`config.mk`:
```
export PLATFORM = sky130hd
export DESIGN_NAME = refcal_seq
export DESIGN_NICKNAME = d
export VERILOG_FILES = /design/src/rtl/refcal_pkg.sv /design/src/rtl/trim_sar.sv /design/src/rtl/sens_thresh.sv /design/src/rtl/wait_timer.sv /design/src/rtl/refcal_seq.sv
export SDC_FILE = /design/constraint.sdc
export NUM_CORES = 1
export LEC_CHECK = 0
export ABC_AREA = 1
export BUFFER_PORTS_ARGS = -buffer_cell sky130_fd_sc_hd__buf_2
export CELL_PAD_IN_SITES_DETAIL_PLACEMENT = 0
export CELL_PAD_IN_SITES_GLOBAL_PLACEMENT = 2
export CORE_UTILIZATION = 36
export DETAILED_ROUTE_END_ITERATION = 7
export PLACE_DENSITY_LB_ADDON = 0.3
export SLEW_MARGIN = 20
export SYNTH_ARGS = -nofsm -noshare
export SYNTH_HDL_FRONTEND = slang
export SYNTH_SLANG_ARGS = --single-unit
```
`constraint.sdc`:
```
create_clock -name clk -period 10.7 [get_ports clk]
set_input_delay 1.07 -clock clk [delete_from_list [all_inputs] [get_ports clk]]
set_output_delay 1.07 -clock clk [all_outputs]
set_load 0.02 [all_outputs]
```
`src/rtl/refcal_pkg.sv`:
```
package refcal_pkg;

    typedef enum logic [3:0] {
        ST_IDLE,
        ST_I_LO,
        ST_I_HEAT,
        ST_I_HI,
        ST_I_VERD,
        ST_I_COOL,
        ST_L_ARM,
        ST_L_OLD,
        ST_L_NEW,
        ST_L_VERD,
        ST_SWITCH,
        ST_DONE,
        ST_ERR
    } cal_state_t;

endpackage

```
`src/rtl/trim_sar.sv`:
```
module trim_sar #(
    parameter int W = 8
) (
    input  logic         clk,
    input  logic         rst,
    input  logic         init,
    input  logic         step,
    input  logic         keep,
    output logic [W-1:0] code,
    output logic         last
);
    localparam logic [W-1:0] TOP = W'(1) << (W - 1);

    logic [W-1:0] code_q;
    logic [W-1:0] mask_q;

    always_ff @(posedge clk) begin
        if (rst) begin
            code_q <= '0;
            mask_q <= '0;
        end else if (init) begin
            code_q <= TOP;
            mask_q <= TOP;
        end else if (step && (mask_q != '0)) begin
            code_q <= (keep ? code_q : (code_q & ~mask_q)) | (mask_q >> 1);
            mask_q <= mask_q >> 1;
        end
    end

    assign code = code_q;
    assign last = mask_q[0];
endmodule

```
`src/rtl/sens_thresh.sv`:
```
module sens_thresh #(
    parameter int SENS_W = 10
) (
    input  logic [SENS_W-1:0] s0,
    input  logic [SENS_W-1:0] span,
    input  logic [SENS_W-1:0] sens,
    output logic              hot_reached,
    output logic              cooled,
    output logic              mid_reached,
    output logic              mid_passed
);
    localparam int XW = SENS_W + 2;

    logic [XW-1:0] s0x, spx, sx, hot_lvl, mid_lvl;

    always_comb begin
        s0x         = XW'(s0);
        spx         = XW'(span);
        sx          = XW'(sens);
        hot_lvl     = s0x + (spx << 1);
        mid_lvl     = s0x + (spx >> 1);
        hot_reached = sx >= hot_lvl;
        cooled      = sens <= s0;
        mid_reached = sx >= mid_lvl;
        mid_passed  = sx > mid_lvl;
    end
endmodule

```
`src/rtl/wait_timer.sv`:
```
module wait_timer #(
    parameter int TW = 16
) (
    input  logic          clk,
    input  logic          rst,
    input  logic          clr,
    input  logic          en,
    input  logic [TW-1:0] lim,
    output logic          expired
);
    logic [TW-1:0] cnt_q;

    always_ff @(posedge clk) begin
        if (rst || clr) begin
            cnt_q <= '0;
        end else if (en && (cnt_q != '1)) begin
            cnt_q <= cnt_q + 1'b1;
        end
    end

    assign expired = en && (cnt_q >= lim);
endmodule

```
`src/rtl/refcal_seq.sv`:
```
module refcal_seq
    import refcal_pkg::*;
#(
    parameter int                TRIM_W   = 8,
    parameter int                SENS_W   = 10,
    parameter int                TMO_W    = 16,
    parameter logic [TRIM_W-1:0] DEF_INFL = 8'h5A,
    parameter logic [TRIM_W-1:0] DEF_LVL  = 8'h33
) (
    input  logic              clk,
    input  logic              rst,
    input  logic              start,
    input  logic [SENS_W-1:0] sens_code,
    input  logic [SENS_W-1:0] span,
    input  logic [TMO_W-1:0]  tmo_lim,
    input  logic              cmp_valid,
    input  logic              cmp_gt,
    output logic [TRIM_W-1:0] infl_trim,
    output logic [TRIM_W-1:0] lvl_trim,
    output logic              heat_en,
    output logic              req_first,
    output logic              req_second,
    output logic              busy,
    output logic              done,
    output logic              err
);
    localparam int N_SAR = 2;
    localparam int IX_I  = 0;
    localparam int IX_L  = 1;

    cal_state_t        state_q, state_d;
    logic [SENS_W-1:0] s0_q;
    logic [TRIM_W-1:0] cur_infl_q, cur_lvl_q;
    logic              infl_fin_q;
    logic              idle_like, go;

    logic [N_SAR-1:0]  sar_init, sar_step, sar_last;
    logic [TRIM_W-1:0] sar_code [N_SAR];

    logic hot_reached, cooled, mid_reached, mid_passed;
    logic tmr_en, tmr_clr, tmo;

    for (genvar g = 0; g < N_SAR; g++) begin : g_sar
        trim_sar #(.W(TRIM_W)) u_sar (
            .clk  (clk),
            .rst  (rst),
            .init (sar_init[g]),
            .step (sar_step[g]),
            .keep (cmp_gt),
            .code (sar_code[g]),
            .last (sar_last[g])
        );
    end

    sens_thresh #(.SENS_W(SENS_W)) u_thr (
        .s0          (s0_q),
        .span        (span),
        .sens        (sens_code),
        .hot_reached (hot_reached),
        .cooled      (cooled),
        .mid_reached (mid_reached),
        .mid_passed  (mid_passed)
    );

    wait_timer #(.TW(TMO_W)) u_tmr (
        .clk     (clk),
        .rst     (rst),
        .clr     (tmr_clr),
        .en      (tmr_en),
        .lim     (tmo_lim),
        .expired (tmo)
    );

    assign idle_like = (state_q == ST_IDLE) || (state_q == ST_DONE) || (state_q == ST_ERR);
    assign go        = idle_like && start;
    assign tmr_en    = (state_q == ST_I_HEAT) || (state_q == ST_I_COOL);
    assign tmr_clr   = (state_d != state_q);

    assign sar_init[IX_I] = go;
    assign sar_step[IX_I] = (state_q == ST_I_VERD) && cmp_valid;
    assign sar_init[IX_L] = (state_q == ST_L_ARM) && mid_reached;
    assign sar_step[IX_L] = (state_q == ST_L_VERD) && cmp_valid;

    // next-state logic
    always_comb begin
        state_d = state_q;
        unique case (state_q)
            ST_IDLE, ST_DONE, ST_ERR: if (start) state_d = ST_I_LO;
            ST_I_LO:   state_d = ST_I_HEAT;
            ST_I_HEAT: begin
                if (hot_reached)  state_d = ST_I_HI;
                else if (tmo)     state_d = ST_ERR;
            end
            ST_I_HI:   state_d = ST_I_VERD;
            ST_I_VERD: if (cmp_valid) state_d = ST_I_COOL;
            ST_I_COOL: begin
                if (cooled)       state_d = infl_fin_q ? ST_L_ARM : ST_I_LO;
                else if (tmo)     state_d = ST_ERR;
            end
            ST_L_ARM:  if (mid_reached) state_d = ST_L_OLD;
            ST_L_OLD:  state_d = ST_L_NEW;
            ST_L_NEW:  state_d = ST_L_VERD;
            ST_L_VERD: if (cmp_valid) state_d = sar_last[IX_L] ? ST_SWITCH : ST_L_OLD;
            ST_SWITCH: if (mid_passed) state_d = ST_DONE;
            default:   state_d = ST_IDLE;
        endcase
    end

    // state register and run data
    always_ff @(posedge clk) begin
        if (rst) begin
            state_q    <= ST_IDLE;
            s0_q       <= '0;
            cur_infl_q <= DEF_INFL;
            cur_lvl_q  <= DEF_LVL;
            infl_fin_q <= 1'b0;
        end else begin
            state_q <= state_d;
            if (go) begin
                s0_q       <= sens_code;
                infl_fin_q <= 1'b0;
            end
            if (sar_step[IX_I]) infl_fin_q <= sar_last[IX_I];
            if ((state_q == ST_SWITCH) && mid_passed) begin
                cur_infl_q <= sar_code[IX_I];
                cur_lvl_q  <= sar_code[IX_L];
            end
        end
    end

    // outputs
    always_comb begin
        heat_en    = 1'b0;
        req_first  = 1'b0;
        req_second = 1'b0;
        busy       = !idle_like;
        done       = (state_q == ST_DONE);
        err        = (state_q == ST_ERR);
        infl_trim  = cur_infl_q;
        lvl_trim   = cur_lvl_q;
        unique case (state_q)
            ST_I_LO: begin
                req_first = 1'b1;
                infl_trim = sar_code[IX_I];
            end
            ST_I_HEAT: begin
                heat_en   = 1'b1;
                infl_trim = sar_code[IX_I];
            end
            ST_I_HI: begin
                req_second = 1'b1;
                infl_trim  = sar_code[IX_I];
            end
            ST_I_VERD, ST_I_COOL: infl_trim = sar_code[IX_I];
            ST_L_OLD: req_first = 1'b1;
            ST_L_NEW: begin
                req_second = 1'b1;
                infl_trim  = sar_code[IX_I];
                lvl_trim   = sar_code[IX_L];
            end
            default: ;
        endcase
    end
endmodule

```
# == Yosys cells after proc, flatten, opt, wreduce, memory -nomap -nowiden ==
# Cells that the tools add are included.
# op_classes
add_sub_neg,3
n_lt_le_gt_ge,5
eq_ne,14
mux,28
n_bitwise,6
n_reduce_logical,26
# op_table
operator,n
$mux W8,12
$pmux W4 S11,1
$mux W4,9
$eq A4 B4 Y1 const B,5
$add A16 B1 Y16 const B,1
$and A8 B8 Y8,2
$eq A4 B3 Y1 const B,4
$ge A16 B16 Y1,1
$ne A16 B16 Y1 const B,1
$not A8 Y8,2
$or A8 B7 Y8,2
$reduce_bool A8 Y1,2
$add A10 B11 Y12,1
$ge A10 B12 Y1,1
$add A10 B9 Y11,1
$ge A10 B11 Y1,1
$gt A10 B11 Y1,1
$le A10 B10 Y1,1
$logic_and A1 B1 Y1,9
$eq A4 B2 Y1 const B,2
$reduce_or A2 Y1,4
$reduce_bool A2 Y1,3
$reduce_or A6 Y1,1
$mux W1,5
7 further kinds,10
# totals
regBits,79
input_bits,41
out_inout_bits,22
wordCells,96

# == Longest topological paths before layout ==
# Gate-level depths: netlist of run 1.
# depth
word_depth,8
mapped_depth,25
depth_no_buf,24

# == Cells and area by module ==
# A second synthesis of run 1 with hierarchy kept.
# hier_totals
hier_cells,905
area_unflattened_um2,6236.0
# by_module_without_submodules
module,instances,cells_per_inst,area_per_inst_um2,seq_area_each_um2
refcal_seq,1,276,1916.8,620.6
sens_thresh,1,221,1529.0,0.0
trim_sar,2,101,721.9,320.3
wait_timer,1,206,1346.3,320.3

# == Least setup slack after synthesis of run 1 ==
# No wires, ideal clock.
# synth_path
kind,in2reg
from,input span[3]
to,register u_tmr.cnt_q[10]
setup_ns,0.061
t_arrival_ns,4.038
t_required_ns,10.639
path_slack_ns,6.601
cell_stages,25
n_path_buf,1
path_cell_list,ha_1 > nand3_1 > nand2_1 > a21oi_1 > o21bai_1 > a21oi_1 > o21ai_0 > nand2_1 > nand2_1 > a21oi_1 > xor2_1 > ha_1 > and3_1 > nand2_1 > nand3_1 > nand3_1 > nand4_1 > nor2_2 > nand2_1 > nand2_1 > nand2_1 > nor2_2 > nand3_4 > buf_8 > nor2_4
# synth_between
elab_chain_cells,6
elab_cells_between_ends,11
cone_classes,add/sub (2); order compare (3); eq/ne (1); mux (4); reduce/logical (1)
# synth_lines
item,line,text
"start, declared",refcal_seq.sv:14,"input logic [SENS_W-1:0] span,"
$add A10 B11 Y12 or $add A10 B9 Y11 (tied branches),"sens_thresh.sv:20, sens_thresh.sv:21",
"$ge A10 B12 Y1, or another cell as far along",sens_thresh.sv:22,hot_reached = sx >= hot_lvl;
$mux W4 (on tied branches),"refcal_seq.sv:91, refcal_seq.sv:100, refcal_seq.sv:104",
$pmux W4 S11 (*),refcal_seq.sv:87,unique case (state_q)
$ne A4 B4 Y1 (*),refcal_seq.sv:77,assign tmr_clr = (state_d != state_q);
$logic_or A1 B1 Y1 (*),wait_timer.sv:14,if (rst || clr) begin
"end signal, assigned",wait_timer.sv:17,cnt_q <= cnt_q + 1'b1;
"end, declared",wait_timer.sv:11,logic [TW-1:0] cnt_q;
# Mark *: on every way between the ends. The rest lies on a longest branch, timed or not.
# A chain may end at the register's enable or synchronous reset.

# == Final worst setup path of run 1 ==
# layout_path
from,input span[3]
to,register u_tmr.cnt_q[3]
# The elaborated chain is that of the path after synthesis.

==> flow_metrics.tcl, run 1 <==
set metrics [dict create \
    root_buffer "clkbuf_16" \
    outcome "completed" \
    place_congestion 0.8568 \
    drt_wl_total_mm 13.62 \
    worstMarginPinSlew_ps 973.7 \
    area_growth_pct 14.30 \
    skew_ps 6.176 \
    synthArstFlopShare_pct 0 \
    p_leak_nw 3.093 \
    path_clk_slew_ps 60 \
    drv_cap 0 \
    die_w_um 126.8 \
    min_period_ps 4911 \
    crit_buf_inv 1 \
    initial_core_util_pct 36.90 \
    synth_top_family_by_area "simple AND/OR/NAND/NOR gates" \
    hold_depth 2 \
    grt_start_max_net_pins 30 \
    synthMuxAreaShare_pct 0.1785 \
    cts-buffers-inserted 9 \
    critical_path_depth 23 \
    portBuffers 62 \
    grt_usage_pct 18.12 \
    final_antenna_net_count 0 \
    netlist_instances 788 \
    start_kind "input pin" \
    yosys.area_share.simple_pct 27.91 \
    netlist-cell-type-count 47 \
    crit_fanout 22 \
    fin_area_mm2 0.006411 \
    tritoncts "built" \
    ys_ff_latch 79 \
    power.density_mw_per_mm2 145.0 \
    dr_total_vias 5092 \
    syn-cell-area_mm2 0.005609 \
    die_h_um 126.8 \
    grt_pass1_vias 5027 \
    io_pins 63 \
    fin_setup_tns_ps 0 \
    syn-num-nets 895 \
    vias_per_cell 4.906 \
    worst_ep_required_time_ps 10970 \
    drc 0 \
    synth_ff_type "dfxtp_1" \
    worstSetupPathType "in2reg" \
    crit_path_top_delay_cell "nand3_1" \
    rsz0062_at_grt "no" \
    finalHoldViolations 0 \
    hold_class "reg2reg" \
    drt_iter0_drc 245 \
    ir_worst_vdd_mv 0.08756 \
    core_area_mm2 0.01520 \
    grt_pass1_wl_mm 23.32 \
    yosys_warnings 0 \
    cts_hold_buf 0 \
    crit_family "simple AND/OR/NAND/NOR gates" \
    cts.sinks 79 \
    dpl.cell_count 1022 \
    max_clock_freq_mhz 203.6 \
    synth_compound_area_share_pct 15.30 \
    dpl_cell_area_mm2 0.006080 \
    final_nets 952 \
    timing.hold.ws_ps 447.3 \
    rows 45 \
    cts_resized 0 \
    setup_viol 0 \
    wl_per_cell_um 13.12 \
    path_cells "buf_2, ha_1, a21oi_1, nand2_1, a21oi_1, o21bai_1, a21oi_1, o21ai_0, nand2_1, nand2_1, a21oi_1, xor2_1, ha_1, and3_1, a31oi_1, nand3_1, nand4_1, nor2_2, nand3_1, nand2_1, nor2_2, nand3_4, nor2_1" \
    dp_slack_ps 5440 \
    post-dp-hpwl_mm 10.98 \
    dieArea_mm2 0.01608 \
    fin_cells 1038 \
    max_slew_margin_pct 35.01 \
    clockBufferDepth 2 \
    synth-xor-area-share_pct 4.684 \
    n_antenna_cell 0 \
    reg2reg_depth 22 \
    synth_edf_count 0 \
    fin_crit_sh_pct 45.90 \
    cp-end-kind "flop" \
    clk-insertion-delay-late_ps 340 \
    cts_setup_buffers 0 \
    cp_data_arrival_time_ps 5180 \
    synth-adder-area-share_pct 14.99 \
    firstDrtPassIters 5 \
    critPathMaxStageDelay_ps 560 \
    htree_levels 3 \
    yosysSeqAreaShare_pct 28.20 \
    grt-ovfl-total 0 \
    antenna_found_initial 0 \
    fillerInstances 1618 \
    setup_ws_ps 5789 \
    drv_slew 0 \
    postSynthAreaPerCell_um2 7.118 \
    layout-drive-gt1-share_pct 15.53 \
]
-- where the power goes --
part	switching, mW	leakage [nW]	internal, mW
Sequential	0.0113	0.640	0.303
Combinational	0.175	2.29	0.0997
Clock	0.124	0.166	0.217
-- path summary, 6_finish.rpt --
kind                                               endpoint                       start  slack (ps)
worst max register to register  u_tmr.cnt_q[3]$_SDFFE_PP0P_        s0_q[2]$_SDFFE_PP0P_        6240
worst min-delay path             cur_infl_q[5]$_SDFFE_PP0P_  cur_infl_q[5]$_SDFFE_PP0P_         450
worst min register to register   cur_infl_q[5]$_SDFFE_PP0P_  cur_infl_q[5]$_SDFFE_PP0P_         450
worst max-delay path            u_tmr.cnt_q[3]$_SDFFE_PP0P_                     span[3]        5790
-- cell usage after synthesis, types with 2 or more instances --
cell type    n  area [µm²]
nand4_1      5       31.28
o211ai_1     6       45.04
nand3_2      2       20.02
ha_1        64       800.8
nor2_2      10       62.56
fa_1         2       40.04
xnor2_1     11       96.34
o21ai_0     53       265.3
nand2_1    195       732.0
nor4_1       6       37.54
a21o_1       5       37.54
nor2_1      37       138.9
dfxtp_1     79        1582
a31oi_1      7       43.79
nor2_4      12       135.1
nand2_4      3       33.78
a21oi_1     75       375.4
nand3_1     37       185.2
clkbuf_1    13       48.80
o21bai_1     2       15.01
nand2_2      5       31.28
nor3_1       9       45.04
inv_2       13       48.80
xor2_1      19       166.4
inv_1       96       360.4
-- cell families after synthesis --
group | count (synthesis)
DFF | 79
buffers and inverters | 126
adders and majority gates | 66
AOI/OAI and AO/OA | 157
and+or+nand+nor | 329
xor gates and xnor gates | 30
muxes | 1
-- through the flow --
stage,util [%],total power [mW]
after floorplan,-,0.5294
after global placement,39.99,0.5928
after detailed placement,39.99,0.5974
after CTS,42.17,0.9438
after global routing,42.17,0.9980
final,42.17,0.9299
-- routing by layer --
layer	GRT usage (%)	vias to the layer above	part of all wire [%]	wire, µm
met2	31.80	75	48	6484
met5	0	-	0	0
met3	3.248	8	3.3	451
li1	-	2702	-	-
met1	23.04	2307	48	6558
met4	3.992	0	0.95	129
-- state kept, by name, indices dropped and copies added (netlist names) --
| name | count |
|---|---|
| state_q | 4 |
| g_sar.u_sar.code | 16 |
| infl_fin_q | 1 |
| cur_lvl_q | 8 |
| u_tmr.cnt_q | 16 |
| s0_q | 10 |
| g_sar.u_sar.mask_q | 16 |
| cur_infl_q | 8 |
-- layout make-up --
type | instances | area, µm² | area share (%)
timing repair buffer | 62 | 310.3 | 4.840
sequential | 79 | 1582 | 24.67
inverter | 110 | 415.4 | 6.479
tap | 188 | 235.2 | 3.669
multi-input combinational | 583 | 3537 | 55.17
clock buffer | 11 | 252.7 | 3.942
clock inverter | 5 | 78.83 | 1.230
-- tightest hold or removal path: cells and delay by family, from the launching register on --
kind	cells	cell delay [ps]
DFF	1	290
buffers and inverters	1	50
AOI/OAI and AO/OA	1	50
-- cell usage in the layout, fill, tap and decap left out, types with 3 or more instances in the layout --
master	n
nor2_4	12
nor3_1	9
a21o_1	5
nor2_2	10
nor4_1	6
nand2_1	195
inv_1	96
nand2_4	3
nor2_1	37
nand4_1	5
buf_2	62
ha_1	64
xor2_1	19
nand3_1	37
xnor2_1	11
a31oi_1	7
a21oi_1	75
o211ai_1	6
dfxtp_1	79
o21ai_0	53
nand2_2	5
inv_2	13
clkbuf_16	9
Power figures use the tool's default switching activity.
==> inputs of run 2 (changes only) <==
--- a/config.mk
+++ b/config.mk
@@ -9,7 +9,7 @@
 export BUFFER_PORTS_ARGS = -buffer_cell sky130_fd_sc_hd__buf_2
 export CELL_PAD_IN_SITES_DETAIL_PLACEMENT = 0
 export CELL_PAD_IN_SITES_GLOBAL_PLACEMENT = 2
-export CORE_UTILIZATION = 36
+export CORE_UTILIZATION = 30
 export DETAILED_ROUTE_END_ITERATION = 7
 export PLACE_DENSITY_LB_ADDON = 0.3
 export SLEW_MARGIN = 20
==> constraint.sdc (replaced) <==
create_clock -name clk -period 4.4 [get_ports clk]
set_input_delay 0.44 -clock clk [delete_from_list [all_inputs] [get_ports clk]]
set_output_delay 0.44 -clock clk [all_outputs]
set_load 0.02 [all_outputs]
==> flow_metrics.tcl, run 2 (synthesized netlist as in run 1, its figures left out) <==
set metrics [dict create \
    outcome "finished, violations left" \
    violations "design-rule violations" \
    cp-endpoint "u_tmr.cnt_q[4]$_SDFFE_PP0P_" \
    max_slew_margin_pct 32.77 \
    io_pins 63 \
    seqCellArea_mm2 0.001582 \
    post-dp-hpwl_mm 11.37 \
    die_h_um 138.7 \
    grt_start_max_net_pins 30 \
    cp-end-kind "flop" \
    cts_hold_buf 0 \
    power.density_mw_per_mm2 348.8 \
    n_antenna_cell 0 \
    crit_family "simple AND/OR/NAND/NOR gates" \
    final_nets 954 \
    crit_start "s0_q[2]$_SDFFE_PP0P_" \
    critPathMaxStageDelay_ps 420 \
    wl_per_cell_um 13.18 \
    start_kind "flop" \
    drc 8 \
    fillerInstances 1958 \
    crit_fanout 16 \
    place_congestion 0.8297 \
    drv_cap 0 \
    setup_viol 0 \
    initial_core_util_pct 30.91 \
    crit_buf_inv 1 \
    layout-drive-gt1-share_pct 15.51 \
    reg2reg_to "u_tmr.cnt_q[4]$_SDFFE_PP0P_" \
    htree_levels 3 \
    grt_usage_pct 15.90 \
    portBuffers 62 \
    tritoncts "built" \
    grt-ovfl-total 0 \
    setup_ws_ps 558.6 \
    vias_per_cell 4.743 \
    regToRegSetupSlack_ps 560 \
    final_antenna_net_count 0 \
    crit-reg2reg-launch "s0_q[2]$_SDFFE_PP0P_" \
    reg2reg_depth 25 \
    cts.sinks 79 \
    multiInputGateArea_mm2 0.003537 \
    dr_total_vias 5122 \
    die_w_um 138.7 \
    drt_wl_total_mm 14.24 \
    firstDrtPassIters 8 \
    critical_path_depth 25 \
    area_growth_pct 15.37 \
    dieArea_mm2 0.01925 \
    crit_path_top_delay_cell "ha_1" \
    dp_slack_ps 275.6 \
    drt_iter0_drc 199 \
    cp_common_cell "nand2_1" \
    p_leak_nw 3.097 \
    rsz0062_at_grt "no" \
    grt_pass1_vias 5119 \
    mostFrequentLayoutCells "nand2_1 (195), inv_1 (96), dfxtp_1 (79)" \
    skew_ps 7.337 \
    max_clock_freq_mhz 260.3 \
    hold_class "in2reg" \
    drv_slew 0 \
    worstSetupPathType "reg2reg" \
    cp_data_arrival_time_ps 4120 \
    ir_worst_vdd_mv 0.1848 \
    fin_crit_sh_pct 87.30 \
    clk-insertion-delay-late_ps 350 \
    root_buffer "clkbuf_16" \
    cts-buffers-inserted 9 \
    finalHoldViolations 0 \
    path_clk_slew_ps 60 \
    min_period_ps 3841 \
    clockBufferDepth 2 \
    worstMarginPinSlew_ps 1007 \
    core_area_mm2 0.01815 \
    layout_commonest_cell "nand2_1" \
    rows 49 \
    antenna_found_initial 0 \
    grt_pass1_wl_mm 24.71 \
    worst_ep_required_time_ps 4680 \
    fin_setup_tns_ps 0 \
]
run 2: final cells by class:
class	count	share of cell area, %
clock buffer	11	3.751
inverter	110	6.419
multi-input combinational	583	54.66
sequential	79	24.44
tap	229	4.428
clock inverter	4	1.083
timing repair buffer	64	5.220
run 2: report_power, final:
group	total [mW]	leakage (nW)	switching, mW	internal (mW)
Combinational	0.683	2.30	0.430	0.252
Clock	0.809	0.155	0.301	0.507
Sequential	0.766	0.640	0.0296	0.737
run 2: per-layer routing:
layer  track usage (%)  wire [µm]  part of all wire, %
met3             2.935        579                  4.1
met1             19.77       6751                   47
met4             5.439        289                  2.0
met2             27.54       6618                   46
met5                 0          0                    0
run 2: per-stage QoR:
stage	instances	hold WS (ps)	total power [mW]	util [%]	cell area, µm²
final	1080	398.0	2.257	35.66	6471
after global routing	1080	425.6	2.423	35.66	6471
after CTS	1079	387.6	2.285	35.55	6451
after detailed placement	1064	443.2	1.458	33.83	6138
after global placement	1064	436.6	1.451	33.83	6138
after floorplan	788	424.5	1.287	-	5609
run 2: how the worst min path moves through the flow:
stage,from,to,slack (ps),cells past startpoint
CTS,sens_code[0],s0_q[0]$_SDFFE_PP0P_,390,3
global placement,cur_infl_q[7]$_SDFFE_PP0P_,cur_infl_q[7]$_SDFFE_PP0P_,440,2
finish,sens_code[0],s0_q[0]$_SDFFE_PP0P_,400,3
global route,sens_code[0],s0_q[0]$_SDFFE_PP0P_,430,3
detailed placement,cur_lvl_q[6]$_SDFFE_PP0P_,cur_lvl_q[6]$_SDFFE_PP0P_,440,2
floorplan,cur_infl_q[7]$_SDFFE_PP0P_,cur_infl_q[7]$_SDFFE_PP0P_,420,2
run 2: worst reg2reg max path: stages (launching register included):
cell      delay (ps)
dfxtp_1          390
ha_1             420
nand3_1           90
nand2_1          110
a21oi_1           70
o21bai_1         220
a21oi_1          110
o21ai_0          270
nand2_1           90
nand2_1           70
a21oi_1           60
xor2_1           140
ha_1             290
and3_1           210
nand2_1           90
nand3_1           70
nand3_1          150
nand4_1          130
nor2_2           140
nand2_1           70
nand2_1           50
nand2_1           50
nor2_2           120
nand3_4           90
buf_12           170
nor2_1           100
run 2: what timing repair did:
item                                    CTS  global route
endpoints found under the setup margin    0            13
setup buffers                             0             1
resized for setup                         0             0
==> inputs of run 3 (changes only) <==
--- a/config.mk
+++ b/config.mk
@@ -9,6 +9,7 @@
 export BUFFER_PORTS_ARGS = -buffer_cell sky130_fd_sc_hd__buf_2
 export CELL_PAD_IN_SITES_DETAIL_PLACEMENT = 0
 export CELL_PAD_IN_SITES_GLOBAL_PLACEMENT = 2
+export CORE_MARGIN = 2
 export CORE_UTILIZATION = 30
 export DETAILED_ROUTE_END_ITERATION = 7
 export PLACE_DENSITY_LB_ADDON = 0.3
==> flow_metrics.tcl, run 3 (synthesized netlist as in run 1, its figures left out) <==
set metrics [dict create \
    die_w_um 140.7 \
    timing.hold.ws_ps 395.4 \
    multiInputGateArea_mm2 0.003537 \
    drc 0 \
    seq_power_share_pct 34.4 \
    path_clk_slew_ps 60 \
    cts_hold_buf 0 \
    grt_pass1_vias 4925 \
    place_congestion 0.7643 \
    max_slew_margin_pct 55.99 \
    finalHoldViolations 0 \
    outcome "completed" \
    dr_total_vias 5054 \
    drv_cap 0 \
    seqCellArea_mm2 0.001582 \
    grt_start_max_net_pins 22 \
    hold_class "in2reg" \
    wl_met2_mm 6.424 \
    fin_crit_sh_pct 85.51 \
    area_growth_pct 15.68 \
    dieArea_mm2 0.01981 \
    cp-end-kind "flop" \
    crit_fanout 10 \
    core_area_mm2 0.01852 \
    fillerInstances 2026 \
    htree_levels 3 \
    p_sw_share_pct 34.84 \
    vias_per_cell 4.649 \
    worstSetupPathType "reg2reg" \
    portBuffers 62 \
    min_period_ps 3762 \
    antenna_found_initial 0 \
    wl_met1_mm 7.167 \
    clk-insertion-delay-late_ps 350 \
    internal_power_mw 1.450 \
    ir_worst_vdd_mv 0.1634 \
    setup_viol 0 \
    final_antenna_net_count 0 \
    die_h_um 140.7 \
    max_clock_freq_mhz 265.8 \
    final_nets 956 \
    clockBufferDepth 2 \
    drt_iter0_drc 212 \
    pwr-share-clk_pct 34.6 \
    root_buffer "clkbuf_16" \
    cts_setup_buffers 0 \
    mostFrequentLayoutCells "nand2_1 (195), inv_1 (96), dfxtp_1 (79)" \
    cp_data_arrival_time_ps 4050 \
    grt-ovfl-total 0 \
    layout_commonest_cell "nand2_1" \
    power.density_mw_per_mm2 343.0 \
    grt_pass1_wl_mm 24.29 \
    p_sw_mw 0.7753 \
    rows 50 \
    layout-drive-gt1-share_pct 15.83 \
    drv_slew 0 \
    drt_wl_total_mm 14.15 \
    wl_per_cell_um 13.02 \
    post-dp-hpwl_mm 11.38 \
    route.met3.wl_um 295 \
    firstDrtPassIters 4 \
    top_layer_used "met4" \
    cts.sinks 79 \
    n_antenna_cell 0 \
    io_pins 63 \
    grt_usage_pct 15.12 \
    fin_setup_tns_ps 0 \
    worst_ep_required_time_ps 4690 \
    initial_core_util_pct 30.29 \
    cts-buffers-inserted 9 \
    start_kind "flop" \
    worstMarginPinSlew_ps 659.5 \
    cts_resized 0 \
    rsz0062_at_grt "no" \
    p_leak_nw 3.106 \
    comb_power_share_pct 31.0 \
    totalPowerFinal_mw 2.226 \
    skew_ps 7.908 \
    tritoncts "built" \
]
[run 3: cell count changes in the layout (fill, tap and decap cells not counted)]
cell	change
inv_6	+1
clkinv_4	+1
buf_12	+1
clkbuf_1	-1
buf_4	+1
bufinv_16	-1
[run 3: power by group through the flow]
stage,Combinational (mW),Clock (mW),Sequential [mW]
global placement,0.682,0,0.782
global route,0.797,0.823,0.769
detailed placement,0.677,0,0.782
finish,0.690,0.770,0.765
CTS,0.681,0.795,0.766
floorplan,0.519,0,0.768
[run 3: worst paths after layout]
| path | from | to | slack [ps] | cells after the start |
|---|---|---|---|---|
| worst max-delay path | s0_q[2]$_SDFFE_PP0P_ | u_tmr.cnt_q[14]$_SDFFE_PP0P_ | 640 | 25 |
| worst min-delay path | sens_code[0] | s0_q[0]$_SDFFE_PP0P_ | 400 | 3 |
| worst max register to register | s0_q[2]$_SDFFE_PP0P_ | u_tmr.cnt_q[14]$_SDFFE_PP0P_ | 640 | 25 |
| worst min register to register | cur_infl_q[7]$_SDFFE_PP0P_ | cur_infl_q[7]$_SDFFE_PP0P_ | 440 | 2 |
[run 3: cell type report]
cell class	count	share of cell area, %
timing repair buffer	66	5.631
tap	234	4.512
multi-input combinational	583	54.51
clock inverter	5	0.8870
inverter	110	6.402
sequential	79	24.37
clock buffer	10	3.683
[run 3: per-stage QoR]
| step | util, % | setup slack (ps) | cell area [µm²] | instances |
|---|---|---|---|---|
| floorplan | - | 931.0 | 5609 | 788 |
| global placement | 33.22 | 376.6 | 6152 | 1070 |
| detailed placement | 33.22 | 285.4 | 6152 | 1070 |
| CTS | 34.82 | 414.8 | 6449 | 1085 |
| global route | 35.04 | 193.4 | 6489 | 1087 |
| finish | 35.04 | 637.6 | 6489 | 1087 |
[run 3: worst max-delay path, stage by stage, from the launching register on]
cell and delay, ps:
dfxtp_1 370, ha_1 390, nand3_1 90, nand2_1 120, a21oi_1 80, o21bai_1 220
a21oi_1 100, o21ai_0 250, nand2_1 90, nand2_1 70, a21oi_1 70, xor2_1 140
ha_1 290, and3_1 210, nand2_1 90, nand3_1 70, nand3_1 140, nand4_1 140
nor2_2 140, nand2_1 70, nand2_1 50, nand2_1 50, nor2_2 120, nand3_4 110
buf_12 180, nor2_4 70
[run 3: layer usage]
layer / track usage (%) / vias to the layer above
li1: - / 2723
met1: 20.89 / 2253
met2: 24.36 / 62
met3: 1.698 / 16
met4: 5.632 / 0
met5: 0 / -
